### config.mk
export PLATFORM = sky130hd
export DESIGN_NAME = dbg_trig_unit
export DESIGN_NICKNAME = d
export VERILOG_FILES = /design/src/rtl/dbg_trig_pkg.sv /design/src/rtl/dbg_pc_match.sv /design/src/rtl/dbg_addr_data_match.sv /design/src/rtl/dbg_trig_seq.sv /design/src/rtl/dbg_trig_unit.sv
export SDC_FILE = /design/constraint.sdc
export NUM_CORES = 1
export LEC_CHECK = 0
export BUFFER_PORTS_ARGS = -buffer_cell sky130_fd_sc_hd__buf_2
export CAP_MARGIN = 20
export CORE_AREA = 4 4 211 295
export DETAILED_ROUTE_END_ITERATION = 10
export DIE_AREA = 0 0 215 299
export SYNTH_ARGS = -nofsm -noshare
export SYNTH_HDL_FRONTEND = slang
export SYNTH_SLANG_ARGS = --single-unit
### constraint.sdc
create_clock -name clk -period 2.99 [get_ports clk]
set_input_delay 0.299 -clock clk [delete_from_list [all_inputs] [get_ports clk]]
set_output_delay 0.299 -clock clk [all_outputs]
set_load 0.01 [all_outputs]
### src/rtl/dbg_trig_pkg.sv
package dbg_trig_pkg;

    localparam int DBG_AW       = 32;
    localparam int DBG_DW       = 32;
    localparam int DBG_NPC      = 4;
    localparam int DBG_NLVL     = 2;
    localparam int DBG_SET_REGS = 5;

    // register offsets inside one comparator set
    localparam int SO_HI    = 0;
    localparam int SO_LO    = 1;
    localparam int SO_ATTR  = 2;
    localparam int SO_DVAL  = 3;
    localparam int SO_DMASK = 4;

    typedef enum logic {
        LVL_ONE = 1'b0,
        LVL_TWO = 1'b1
    } lvl_e;

    // bit 0 = arm ... bit 7 = level-two data qualify
    typedef struct packed {
        logic l2_dq;
        logic l2_addr;
        logic l2_pc;
        logic l1_dq;
        logic l1_addr;
        logic l1_pc;
        logic two_lvl;
        logic arm;
    } ctrl_t;

    typedef struct packed {
        logic       chk_size;
        logic       chk_wr;
        logic [1:0] size;
        logic       wr;
    } attr_t;

    function automatic logic attr_ok(attr_t a, logic wr, logic [1:0] sz);
        return (!a.chk_wr || (a.wr == wr)) && (!a.chk_size || (a.size == sz));
    endfunction

    function automatic int set_base(int npc, int s);
        return npc + 1 + DBG_SET_REGS * s;
    endfunction

endpackage

### src/rtl/dbg_pc_match.sv
module dbg_pc_match
    import dbg_trig_pkg::*;
#(
    parameter int AW  = DBG_AW,
    parameter int NPC = DBG_NPC
) (
    input  logic          fetch_vld,
    input  logic [AW-1:0] fetch_pc,
    input  logic [AW-1:0] pc_val [NPC],
    input  logic [AW-1:0] pc_mask,
    output logic          pc_hit
);

    logic [NPC-1:0] cmp_hit;

    for (genvar i = 0; i < NPC; i++) begin : g_cmp
        if (i == 0) begin : g_masked
            assign cmp_hit[i] = ((fetch_pc ^ pc_val[i]) & ~pc_mask) == '0;
        end else begin : g_exact
            assign cmp_hit[i] = (fetch_pc == pc_val[i]);
        end
    end

    assign pc_hit = fetch_vld && (|cmp_hit);

endmodule

### src/rtl/dbg_addr_data_match.sv
module dbg_addr_data_match
    import dbg_trig_pkg::*;
#(
    parameter int AW = DBG_AW,
    parameter int DW = DBG_DW
) (
    input  logic          acc_vld,
    input  logic [AW-1:0] acc_addr,
    input  logic [DW-1:0] acc_data,
    input  logic          acc_wr,
    input  logic [1:0]    acc_size,
    input  logic [AW-1:0] lo_bound,
    input  logic [AW-1:0] hi_bound,
    input  attr_t         attr,
    input  logic [DW-1:0] dval,
    input  logic [DW-1:0] dmask,
    output logic          addr_hit,
    output logic          data_hit
);

    logic in_window;
    logic attr_hit;

    always_comb begin
        in_window = (acc_addr >= lo_bound) && (acc_addr <= hi_bound);
        attr_hit  = attr_ok(attr, acc_wr, acc_size);
        addr_hit  = acc_vld && in_window && attr_hit;
        data_hit  = acc_vld && (((acc_data ^ dval) & ~dmask) == '0);
    end

endmodule

### src/rtl/dbg_trig_seq.sv
module dbg_trig_seq
    import dbg_trig_pkg::*;
(
    input  logic clk,
    input  logic rst,
    input  logic clr,
    input  logic arm,
    input  logic two_lvl,
    input  logic l1_hit,
    input  logic l2_hit,
    output lvl_e lvl,
    output logic trig
);

    lvl_e lvl_q;
    logic trig_q;

    always_ff @(posedge clk) begin
        if (rst || clr) begin
            lvl_q  <= LVL_ONE;
            trig_q <= 1'b0;
        end else begin
            trig_q <= 1'b0;
            if (!arm) begin
                lvl_q <= LVL_ONE;
            end else begin
                unique case (lvl_q)
                    LVL_ONE: begin
                        if (l1_hit) begin
                            if (two_lvl) lvl_q  <= LVL_TWO;
                            else         trig_q <= 1'b1;
                        end
                    end
                    LVL_TWO: begin
                        if (l2_hit) begin
                            trig_q <= 1'b1;
                            lvl_q  <= LVL_ONE;
                        end
                    end
                    default: lvl_q <= LVL_ONE;
                endcase
            end
        end
    end

    assign lvl  = lvl_q;
    assign trig = trig_q;

endmodule

### src/rtl/dbg_trig_unit.sv
module dbg_trig_unit
    import dbg_trig_pkg::*;
#(
    parameter  int AW   = DBG_AW,
    parameter  int DW   = DBG_DW,
    parameter  int NPC  = DBG_NPC,
    localparam int WW   = (AW > DW) ? AW : DW,
    localparam int NREG = NPC + 1 + DBG_SET_REGS * DBG_NLVL + 1,
    localparam int IW   = $clog2(NREG)
) (
    input  logic          clk,
    input  logic          rst,
    input  logic          cfg_we,
    input  logic [IW-1:0] cfg_idx,
    input  logic [WW-1:0] cfg_wdata,
    input  logic          fetch_vld,
    input  logic [AW-1:0] fetch_pc,
    input  logic          op_vld,
    input  logic [AW-1:0] op_addr,
    input  logic [DW-1:0] op_data,
    input  logic          op_wr,
    input  logic [1:0]    op_size,
    output logic          trig_o
);

    localparam int NLVL     = DBG_NLVL;
    localparam int MASK_IDX = NPC;
    localparam int CTRL_IDX = NREG - 1;

    logic [AW-1:0] pc_val_q [NPC];
    logic [AW-1:0] pc_mask_q;
    logic [AW-1:0] hi_q     [NLVL];
    logic [AW-1:0] lo_q     [NLVL];
    attr_t         attr_q   [NLVL];
    logic [DW-1:0] dval_q   [NLVL];
    logic [DW-1:0] dmask_q  [NLVL];
    ctrl_t         ctrl_q;

    logic            ctrl_wr;
    logic            pc_hit;
    logic [NLVL-1:0] addr_hit;
    logic [NLVL-1:0] data_hit;
    logic [NLVL-1:0] lvl_pc_en;
    logic [NLVL-1:0] lvl_addr_en;
    logic [NLVL-1:0] lvl_dq;
    logic [NLVL-1:0] lvl_hit;
    lvl_e            lvl;

    assign ctrl_wr = cfg_we && (cfg_idx == IW'(CTRL_IDX));

    // register file
    always_ff @(posedge clk) begin
        if (rst) begin
            for (int i = 0; i < NPC; i++) pc_val_q[i] <= '0;
            pc_mask_q <= '0;
            for (int s = 0; s < NLVL; s++) begin
                hi_q[s]    <= '0;
                lo_q[s]    <= '0;
                attr_q[s]  <= '0;
                dval_q[s]  <= '0;
                dmask_q[s] <= '0;
            end
            ctrl_q <= '0;
        end else if (cfg_we) begin
            for (int i = 0; i < NPC; i++) begin
                if (cfg_idx == IW'(i)) pc_val_q[i] <= cfg_wdata[AW-1:0];
            end
            if (cfg_idx == IW'(MASK_IDX)) pc_mask_q <= cfg_wdata[AW-1:0];
            for (int s = 0; s < NLVL; s++) begin
                if (cfg_idx == IW'(set_base(NPC, s) + SO_HI))    hi_q[s]    <= cfg_wdata[AW-1:0];
                if (cfg_idx == IW'(set_base(NPC, s) + SO_LO))    lo_q[s]    <= cfg_wdata[AW-1:0];
                if (cfg_idx == IW'(set_base(NPC, s) + SO_ATTR))  attr_q[s]  <= attr_t'(cfg_wdata[$bits(attr_t)-1:0]);
                if (cfg_idx == IW'(set_base(NPC, s) + SO_DVAL))  dval_q[s]  <= cfg_wdata[DW-1:0];
                if (cfg_idx == IW'(set_base(NPC, s) + SO_DMASK)) dmask_q[s] <= cfg_wdata[DW-1:0];
            end
            if (ctrl_wr) ctrl_q <= ctrl_t'(cfg_wdata[$bits(ctrl_t)-1:0]);
        end
    end

    dbg_pc_match #(
        .AW  (AW),
        .NPC (NPC)
    ) u_pc (
        .fetch_vld (fetch_vld),
        .fetch_pc  (fetch_pc),
        .pc_val    (pc_val_q),
        .pc_mask   (pc_mask_q),
        .pc_hit    (pc_hit)
    );

    assign lvl_pc_en   = {ctrl_q.l2_pc,   ctrl_q.l1_pc};
    assign lvl_addr_en = {ctrl_q.l2_addr, ctrl_q.l1_addr};
    assign lvl_dq      = {ctrl_q.l2_dq,   ctrl_q.l1_dq};

    for (genvar s = 0; s < NLVL; s++) begin : g_set
        dbg_addr_data_match #(
            .AW (AW),
            .DW (DW)
        ) u_ad (
            .acc_vld  (op_vld),
            .acc_addr (op_addr),
            .acc_data (op_data),
            .acc_wr   (op_wr),
            .acc_size (op_size),
            .lo_bound (lo_q[s]),
            .hi_bound (hi_q[s]),
            .attr     (attr_q[s]),
            .dval     (dval_q[s]),
            .dmask    (dmask_q[s]),
            .addr_hit (addr_hit[s]),
            .data_hit (data_hit[s])
        );

        assign lvl_hit[s] = (lvl_pc_en[s] && pc_hit)
                         || (lvl_addr_en[s] && addr_hit[s] && (!lvl_dq[s] || data_hit[s]));
    end

    dbg_trig_seq u_seq (
        .clk     (clk),
        .rst     (rst),
        .clr     (ctrl_wr),
        .arm     (ctrl_q.arm),
        .two_lvl (ctrl_q.two_lvl),
        .l1_hit  (lvl_hit[0]),
        .l2_hit  (lvl_hit[1]),
        .lvl     (lvl),
        .trig    (trig_o)
    );

endmodule

==> out/metrics.yaml <==
pwr:
  power.leakage_nw: 8.63
  pwr-share-seq_pct: 50.0
  netSwitchingPower_mw: 3.29
  p_comb_share_pct: 10.4
  peakVddDrop_v: 0.000394
  intPower_mw: 10.2
  power_mw: 13.5
  pwr-share-clk_pct: 39.6
  power_density_mw_per_mm2: 571
  swShare_pct: 24.4
worst_setup_path:
  reg2reg_slack_ns: 0.31
  worst-path-stages: 10
  r2r_start: "hi_q[0][54]"
  cp_top_family: "compound AO/OA/AOI/OAI gates"
  critPathLaunchType: "flop"
  r2r_cells: 10
  timing_worst_setup_path_type: "flop to flop"
  max_stage_delay_ns: 0.47
  cpMaxStageDelayCell: "a2111oi_0"
  cp_cell_sequence: "inv_1 > ha_1 > and4_1 > a221o_1 > a2111oi_0 > buf_4 > o21ai_1 > a21o_1 > o211ai_1 > o211a_1"
  endpoint_kind: "flop"
  crit_end: "u_seq.trig"
  reg2reg_to: "u_seq.trig"
  crit_start: "hi_q[0][54]"
  path_max_fanout: 3
  crit_buf_inv: 2
  cp.required_ns: 3.48
  arrival_ns: 3.17
logic_synthesis:
  syn_inst: 2005
  ys_async_sr_fraction_pct: 0
  netlist_area_mm2: 0.0207
  yosysUniqueCellTypes: 52
  synth-seq-area-share_pct: 54.9
  synth_seq_cells: 436
  synth_fp_nets: 2273
  synth_edf_count: 266
  yosys_warnings: 0
  synth_ff_type: "edfxtp_1"
  avgSynthCellArea_um2: 10.3
cts:
  ctsHoldBuffers: 0
  clk_pin_slew_ns: 0.06
  clockRootBuffer: "clkbuf_16"
  ctsResizeCount: 0
  numCtsBuffers: 44
  clk_latency_ns: 0.55
  cts_buffer_depth: 3
  cts_tree: "yes"
  htreeDepth: 2
  cts.sinks: 436
  post_cts_buffers: 0
routing:
  first_pass_iters: 5
  num_vias: 14861
  drt_iter0_drc: 1213
  drc: 0
  wl_um: 64600
  via_per_inst: 5.16
  ant_nets: 0
  drt-wirelength-per-cell_um: 22.4
grt:
  antenna_found_initial: 19
  overflow: 0
  grt_pass1_wl_um: 94600
  gr-usage-all-layers_pct: 19.5
  grt_pass1_vias: 15057
  grt_start_max_net_pins: 161
finish:
  fill_cells: 5785
  drive_above_1_share_pct: 11.4
  areaGrowthSynthToFinish_pct: 13.6
  fin_nets: 2355
  fin_util_pct: 39.6
  fin_area_mm2: 0.0236
  stdcell_count: 2880
die:
  io-pin-count: 141
  fp.dieArea_mm2: 0.0643
  rows: 106
  core_area_mm2: 0.0595
  initial_core_util_pct: 34.8
  die_w_um: 215
  die_height_um: 299
timing:
  setup_tns_ns: 0
  min_period_ns: 2.68
  drv_slew: 0
  finalSetupViolCount: 0
  max_clock_freq_mhz: 373
  fin_hold_ws_ns: 0.0715
  timing.final.ws_setup_ns: 0.312
  tightestPinTransition_ns: 0.937
  rsz0062_at_grt: "no"
  maxSlewHeadroom_pct: 37.3
  post-route-period-util_pct: 89.6
  hold_violations: 0
  clock_skew_ns: 0.00851
place:
  place_hpwl_um: 46200
  port_buffers: 140
  gp_congestion: 0.877
  dp_cells: 2797
  dp_slack_ns: 0.213
  placed_cell_area_mm2: 0.0222
status:
  status: "finished, final reports clean"
hold_path:
  min_path_type: "input port to flop"
run:
  max-cap-violations: 0
## area by class of cell
class	count	area (µm²)	area share (%)
flip-flops and latches	436	11400	48.4
multi-input cells	1312	8470	35.9
clock buffers	67	1240	5.27
well taps	756	946	4.02
repair buffers	166	911	3.87
inverters	127	477	2.02
clock inverters	13	114	0.483
diodes	3	7.51	0.0319
## metal layers
layer	GRT usage, %	part of all wire [%]	vias to the layer above
met3	2.80	5.0	149
met4	8.73	5.0	10
li1	-	-	7020
met5	0	0.11	-
met1	22.6	38	7217
met2	35.7	52	465
## layout by cell type, fill, tap and decap left out, types with 20 or more instances in the layout
cell       instances
buf_4             26
and2_1           134
buf_2            139
a21oi_1          209
ha_1             128
nand3_1           20
nand4_1           46
xnor2_1          192
nand2_1          359
nor2_1            28
o22ai_1           48
clkbuf_16         46
dfxtp_1          170
edfxtp_1         266
inv_1            127
o21ai_0           24
## Yosys cell counts, types with 5 or more instances
| cell | count | area, µm² |
|---|---|---|
| nor2_1 | 31 | 116 |
| nor4_1 | 19 | 119 |
| xnor2_1 | 192 | 1680 |
| nand2_1 | 359 | 1350 |
| a21o_1 | 10 | 75.1 |
| edfxtp_1 | 266 | 7990 |
| o21ai_0 | 24 | 120 |
| xor2_1 | 7 | 61.3 |
| nor2b_1 | 9 | 56.3 |
| a211oi_1 | 6 | 45.0 |
| a21oi_1 | 209 | 1050 |
| nor3_1 | 6 | 30.0 |
| nand4_1 | 46 | 288 |
| dfxtp_1 | 170 | 3400 |
| ha_1 | 128 | 1600 |
| and2_1 | 134 | 838 |
| o22ai_1 | 48 | 300 |
| mux2i_1 | 9 | 90.1 |
| clkbuf_1 | 130 | 488 |
| nand3_1 | 20 | 100 |
| inv_1 | 127 | 477 |
| o21bai_1 | 8 | 60.1 |
| and4_1 | 5 | 43.8 |
## cells by family (layout without fill, tap and decap cells)
logic type | after synthesis | count (layout) | synth area share, %
AO/OA/AOI/OAI | 333 | 333 | 9.13
XOR/XNOR | 199 | 199 | 8.41
adder cells (fa/ha/maj) | 128 | 128 | 7.72
buffers and inverters | 257 | 373 | 4.65
flip-flops | 436 | 436 | 54.9
multiplexers | 9 | 9 | 0.434
other | 0 | 3 | 0
AND/OR/NAND/NOR | 643 | 643 | 14.7
## how the worst min path moves through the flow
stage,startpoint,end,slack (ns),cells after the start
after floorplan,pc_mask_q[11],pc_mask_q[11],0.44,2
after global placement,pc_mask_q[29],pc_mask_q[29],0.44,2
after detailed placement,pc_mask_q[29],pc_mask_q[29],0.45,2
after CTS,rst,ctrl_q[3],0.05,2
after global routing,rst,ctrl_q[0],0.07,2
final,rst,ctrl_q[6],0.07,2
## state kept, by name, summed over array words and instances (netlist names)
name,cells
attr_q,10
ctrl_q,8
dmask_q,64
dval_q,64
hi_q,64
lo_q,64
pc_mask_q,32
pc_val_q,128
u_seq.lvl,1
u_seq.trig,1
## worst register-to-register path, cell delays in order (launching register included)
cell,delay [ns]
edfxtp_1,0.36
inv_1,0.08
ha_1,0.26
and4_1,0.26
a221o_1,0.32
a2111oi_0,0.47
buf_4,0.20
o21ai_1,0.05
a21o_1,0.19
o211ai_1,0.23
o211a_1,0.21
## power by group through the flow
stage / logic (mW) / registers [mW] / clock network [mW]
floorplan: 0.827 / 6.84 / 0
global placement: 1.38 / 6.85 / 0
detailed placement: 1.41 / 6.86 / 0
CTS: 1.42 / 6.73 / 5.43
global route: 1.54 / 6.75 / 5.68
finish: 1.40 / 6.73 / 5.33
No activity file was read; power rests on OpenSTA's default activity.
